[config.mk]
export PLATFORM = sky130hd
export DESIGN_NAME = cec_tx_stager
export DESIGN_NICKNAME = d
export VERILOG_FILES = /design/src/rtl/cec_tx_stager.sv
export SDC_FILE = /design/constraint.sdc
export NUM_CORES = 1
export LEC_CHECK = 0
export BUFFER_PORTS_ARGS = -buffer_cell sky130_fd_sc_hd__buf_2
export CAP_MARGIN = 20
export CORE_ASPECT_RATIO = 1.4
export CORE_UTILIZATION = 62
export CTS_CLUSTER_SIZE = 28
export DETAILED_ROUTE_END_ITERATION = 16
export PLACE_DENSITY = 0.8
export SLEW_MARGIN = 25
export SYNTH_ARGS = -nofsm -noshare
export SYNTH_HDL_FRONTEND = slang
export SYNTH_SLANG_ARGS = --single-unit
[constraint.sdc]
create_clock -name clk -period 3.1 [get_ports clk]
set_input_delay 0.155 -clock clk [delete_from_list [all_inputs] [get_ports clk]]
set_output_delay 0.155 -clock clk [all_outputs]
set_load 0.005 [all_outputs]
[src/rtl/cec_tx_stager.sv]
`timescale 1ns/1ps
module cec_tx_stager #(
  parameter int AW = 8,
  parameter int MAX_OPS = 14,
  parameter int LIM_W = 3
) (
  input  logic          clk,
  input  logic          rst_n,
  input  logic          reg_we,
  input  logic [AW-1:0] reg_addr,
  input  logic [7:0]    reg_wdata,
  output logic [7:0]    reg_rdata,
  output logic          irq,
  output logic          ftx_valid,
  output logic [7:0]    ftx_byte,
  output logic          ftx_last,
  input  logic          ftx_ready,
  input  logic          ftx_done,
  input  logic          ftx_ack
);
  localparam int IDX_W = $clog2(MAX_OPS + 3);
  localparam int OIW = $clog2(MAX_OPS);
  localparam logic [AW-1:0] A_SRC = 'h00, A_DST = 'h04, A_OPC = 'h08, A_CTL = 'h0C,
                            A_GO = 'h10, A_ST0 = 'h14, A_ST1 = 'h18, A_EN0 = 'h1C,
                            A_EN1 = 'h20, A_OPS = 'h40;
  localparam logic [AW-1:0] A_OPE = AW'(64 + 4 * MAX_OPS);

  typedef enum logic [1:0] {S_IDLE, S_SEND, S_WAIT} st_t;
  st_t st;

  logic [3:0] src, dst, cnt;
  logic [7:0] opc;
  logic [7:0] ops [MAX_OPS];
  logic poll, flush_q, show_att, st_done, st_exh, en_done, en_exh;
  logic [LIM_W-1:0] lim_q, att_q;
  logic [IDX_W-1:0] idx;

  wire busy = (st != S_IDLE);
  wire op_hit = (reg_addr[1:0] == 2'b00) && (reg_addr >= A_OPS) && (reg_addr < A_OPE);
  wire [OIW-1:0] op_idx = OIW'((reg_addr - A_OPS) >> 2);
  wire stage_we = reg_we && !busy && !flush_q;
  wire go_wr = stage_we && reg_addr == A_GO && reg_wdata[4];
  wire poll_wr = stage_we && reg_addr == A_DST && reg_wdata[7];
  wire [3:0] cnt_in = (reg_wdata[3:0] > 4'(MAX_OPS)) ? 4'(MAX_OPS) : reg_wdata[3:0];
  wire [IDX_W-1:0] last_idx = poll ? '0 : IDX_W'(cnt) + IDX_W'(1);
  wire is_last = (idx == last_idx);
  wire [OIW-1:0] op_sel = OIW'(idx - IDX_W'(2));

  assign ftx_valid = (st == S_SEND);
  assign ftx_last = ftx_valid && is_last;
  assign ftx_byte = (idx == '0) ? {src, dst} : (idx == IDX_W'(1)) ? opc : ops[op_sel];
  assign irq = (st_done && en_done) || (st_exh && en_exh);

  always_comb begin
    reg_rdata = '0;
    if (op_hit) reg_rdata = ops[op_idx];
    else case (reg_addr)
      A_SRC: reg_rdata = {4'b0, src};
      A_DST: reg_rdata = {4'b0, dst};
      A_OPC: reg_rdata = opc;
      A_CTL: reg_rdata = {flush_q, show_att ? att_q : lim_q, 4'b0};
      A_GO:  reg_rdata = {3'b0, busy, cnt};
      A_ST0: reg_rdata = {2'b0, st_done, 5'b0};
      A_ST1: reg_rdata = {6'b0, st_exh, 1'b0};
      A_EN0: reg_rdata = {2'b0, en_done, 5'b0};
      A_EN1: reg_rdata = {6'b0, en_exh, 1'b0};
      default: reg_rdata = '0;
    endcase
  end

  always_ff @(posedge clk or negedge rst_n) begin
    if (!rst_n) begin
      st <= S_IDLE; src <= '0; dst <= '0; cnt <= '0; opc <= '0; poll <= 1'b0;
      for (int i = 0; i < MAX_OPS; i++) ops[i] <= '0;
      flush_q <= 1'b0; show_att <= 1'b0; lim_q <= '0; att_q <= '0; idx <= '0;
      st_done <= 1'b0; st_exh <= 1'b0; en_done <= 1'b0; en_exh <= 1'b0;
    end else begin
      if (stage_we) begin
        if (reg_addr == A_SRC) src <= reg_wdata[3:0];
        if (reg_addr == A_DST) begin dst <= reg_wdata[3:0]; poll <= reg_wdata[7]; end
        if (reg_addr == A_OPC) opc <= reg_wdata;
        if (reg_addr == A_GO) begin cnt <= cnt_in; if (reg_wdata[4]) poll <= 1'b0; end
        if (op_hit) ops[op_idx] <= reg_wdata;
      end
      if (reg_we && reg_addr == A_CTL) begin
        if (!busy) begin lim_q <= reg_wdata[6:4]; show_att <= 1'b0; end
        if (reg_wdata[7]) flush_q <= 1'b1;
      end
      if (reg_we && reg_addr == A_EN0) en_done <= reg_wdata[5];
      if (reg_we && reg_addr == A_EN1) en_exh <= reg_wdata[1];
      if (reg_we && reg_addr == A_ST0 && reg_wdata[5]) st_done <= 1'b0;
      if (reg_we && reg_addr == A_ST1 && reg_wdata[1]) st_exh <= 1'b0;
      case (st)
        S_IDLE: if (go_wr || poll_wr) begin
          st <= S_SEND; idx <= '0; att_q <= '0; show_att <= 1'b1;
        end
        S_SEND: if (ftx_ready) begin
          if (is_last) st <= S_WAIT;
          else idx <= idx + IDX_W'(1);
        end
        S_WAIT: if (ftx_done) begin
          if (ftx_ack) begin st_done <= 1'b1; st <= S_IDLE; end
          else if (att_q == lim_q) begin st_exh <= 1'b1; st <= S_IDLE; end
          else begin att_q <= att_q + LIM_W'(1); idx <= '0; st <= S_SEND; end
        end
        default: st <= S_IDLE;
      endcase
      if (flush_q) begin
        flush_q <= 1'b0; opc <= '0; cnt <= '0; poll <= 1'b0; st <= S_IDLE; idx <= '0;
        for (int i = 0; i < MAX_OPS; i++) ops[i] <= '0;
      end
    end
  end
endmodule


==> results.cfg <==
[cts]
cts-root-buf = clkbuf_16
insertion_delay_ns = 0.44
numCtsBuffers = 17
cts_tree = built
clk_path_buf_depth = 2
htreeDepth = 4
cts.clk_slew.worst_paths_ns = 0.06
cts_sinks = 152
postCtsSetupRepairBufs = 0

[logic_synthesis]
syn-num-nets = 986
synth.avg_cell_area_um2 = 9.54
netlist_area_um2 = 9130
synth-seq-area-share = 0.416
synth_most_common_cell = nand2_1
synth_largest_area_cell = dfrtp_1
netlist_instances = 957
netlist.area_leader.share = 0.416
async_reset_ff_frac = 1.00
yosys_most_used_dff = dfrtp_1
ys_warn_count = 0
yosys-top-cells-count = nand2_1 (179), dfrtp_1 (152), a21oi_1 (109), nand3_1 (97), clkbuf_1 (51)
netlist_top_cells_area = dfrtp_1 (42%), mux4_2 (12%), nand2_1 (7.4%)
ys_ff_latch = 152
synth_edf_count = 0
ys_types = 59

[routing]
drc = 1
firstDrtPassIters = 12
wire_per_inst_um = 24.0
vias_per_cell = 7.05
drt_iter0_drc = 1037
wirelength_mm = 28.0
vias = 8238
ant_nets = 0

[critical_path]
cp.arrival_ns = 2.90
cp_max_fo = 12
crit_required_ns = 2.94
cp_slowest_cell = dfrtp_2
startpoint_type = flip-flop
max_stage_delay_ns = 0.45
critical_path_class = flip-flop to output pin
crit_chain = inv_1, ha_1, buf_4, nor2_1, a221oi_1, a311oi_1, a21oi_1, o21ai_0, buf_2
end_kind = output pin
critPathBufInv = 3
crit_family = compound AO/OA/AOI/OAI gates

[power]
ir_drop_v = 0.000516
powerDensity_nw_per_um2 = 545
power.total_mw = 5.52
p_leak_nw = 4.50

[floorplanning]
die_h_um = 146
io_pins = 41
rows = 52
core_area_um2 = 14400
initial_utilization = 0.632
die_area_um2 = 15200
fp.dieW_um = 105

[global_routing]
track_usage = 0.384
antenna_found_initial = 0
grt_overflow_total = 0
grt_pass1_vias = 8108
grt_max_degree = 78
grt_pass1_wl_mm = 44.0

[sta]
fin_crit_sh = 0.984
setup_viol = 0
finalMaxSlewViolations = 0
period_needed_ns = 3.05
max_freq_ghz = 0.328
tightest_slew_ns = 0.805
setup-tns-final_ns = 0
skew_ns = 0.00544
max_slew_margin = 0.463
whs_ns = 0.0197
rsz0062_at_grt = false
hold_viol = 0

[placement]
dp_hpwl_mm = 18.5
port_buffers = 40
place.gp.congestion = 0.977

[outcome]
violations = DRC
status = finished, violations left

[run]
drv_cap = 0

[finish]
area_growth_pct = 10.9
finalNetCount = 996
drive_above_1_share = 0.199
diodes = 0
fill_cells = 1103

[min_path]
hold_class = input port to flip-flop
[final timing paths]
check / from / slack, ns / cells past startpoint / end
worst min register to register: ops[15] / 0.54 / 2 / ops[15]
max in group asynchronous: rst_n / 1.88 / 3 / idx[0]
min in group asynchronous: rst_n / 0.30 / 2 / att_q[1]
worst max-delay path: idx[2] / 0.05 / 9 / ftx_byte[0]
worst max register to register: st[1] / 0.65 / 6 / ops[49]
worst min-delay path: reg_we / 0.02 / 3 / flush_q
[per-layer routing]
layer  track usage  vias up  wire [um]
met5             0        -          0
met4         0.308        0       2390
met3        0.0631      171       2410
met2         0.613      601      13600
met1         0.460     3987       9590
li1              -     3479          -
[what timing repair did]
action                                  in CTS  in global routing
hold buffers                                 2                  0
endpoints found under the setup margin       0                  1
gates resized for setup                      0                  1
hold endpoints to repair                    76                  0
[cell usage in the layout (no fill, tap or decap), types with 7 or more instances in the layout]
master,n
dfrtp_1,149
buf_4,32
buf_2,39
mux4_2,48
mux2_2,25
nor3_1,7
nor2_1,45
o21ai_0,34
nand4_1,8
inv_1,9
mux2i_1,49
nand3_1,97
clkbuf_16,17
ha_1,7
nand2_1,179
and2_1,8
a21oi_1,109
a22o_1,7
[report_power, final]
group | total, mW | leakage [nW] | switching, mW | internal (mW)
sequential | 2.16 | 2.09 | 0.115 | 2.04
clock | 2.21 | 0.295 | 0.851 | 1.36
combinational | 1.15 | 2.12 | 0.678 | 0.474
[final cells by class]
cell class                      instances  area [um2]  area share
Multi-Input combinational cell        711        4940       0.488
Clock inverter                         12         175      0.0173
Timing Repair Buffer                   75         487      0.0480
Clock buffer                           19         443      0.0437
Inverter                               10        37.5     0.00371
Tap cell                              189         236      0.0233
Sequential cell                       152        3810       0.376
[cell families after synthesis]
logic type / after synthesis / share of synthesized area
buf+inv: 94 / 0.0432
xor+xnor: 6 / 0.00575
fa+ha+maj: 7 / 0.00959
simple gates: 381 / 0.194
flops: 152 / 0.416
mux: 122 / 0.203
compound gates: 195 / 0.128
[sequential cells by signal (all words and copies together) (netlist names)]
| register | cells |
|---|---|
| en_done | 1 |
| dst | 4 |
| cnt | 4 |
| show_att | 1 |
| att_q | 3 |
| idx | 5 |
| st | 2 |
| ops | 112 |
| opc | 8 |
| flush_q | 1 |
| en_exh | 1 |
| lim_q | 3 |
| st_done | 1 |
| src | 4 |
| poll | 1 |
| st_exh | 1 |
[metrics by stage]
| step | instances | area [um2] | utilization | setup WS [ns] |
|---|---|---|---|---|
| after floorplan | 957 | 9130 | - | 0.613 |
| after global placement | 1135 | 9490 | 0.657 | 0.630 |
| after detailed placement | 1135 | 9490 | 0.657 | 0.564 |
| after CTS | 1168 | 10100 | 0.701 | 0.0347 |
| after global routing | 1168 | 10100 | 0.701 | 0.0125 |
| final | 1168 | 10100 | 0.701 | 0.0493 |
[worst reg2reg max path: stages (launching register included)]
cell and delay [ns]:
dfrtp_1 0.54, nor3b_4 0.27, nand2_1 0.17, nor2_2 0.57, nand3_2 0.41, mux2i_1 0.29, nor2_1 0.06
Power figures use the tool's default switching activity.
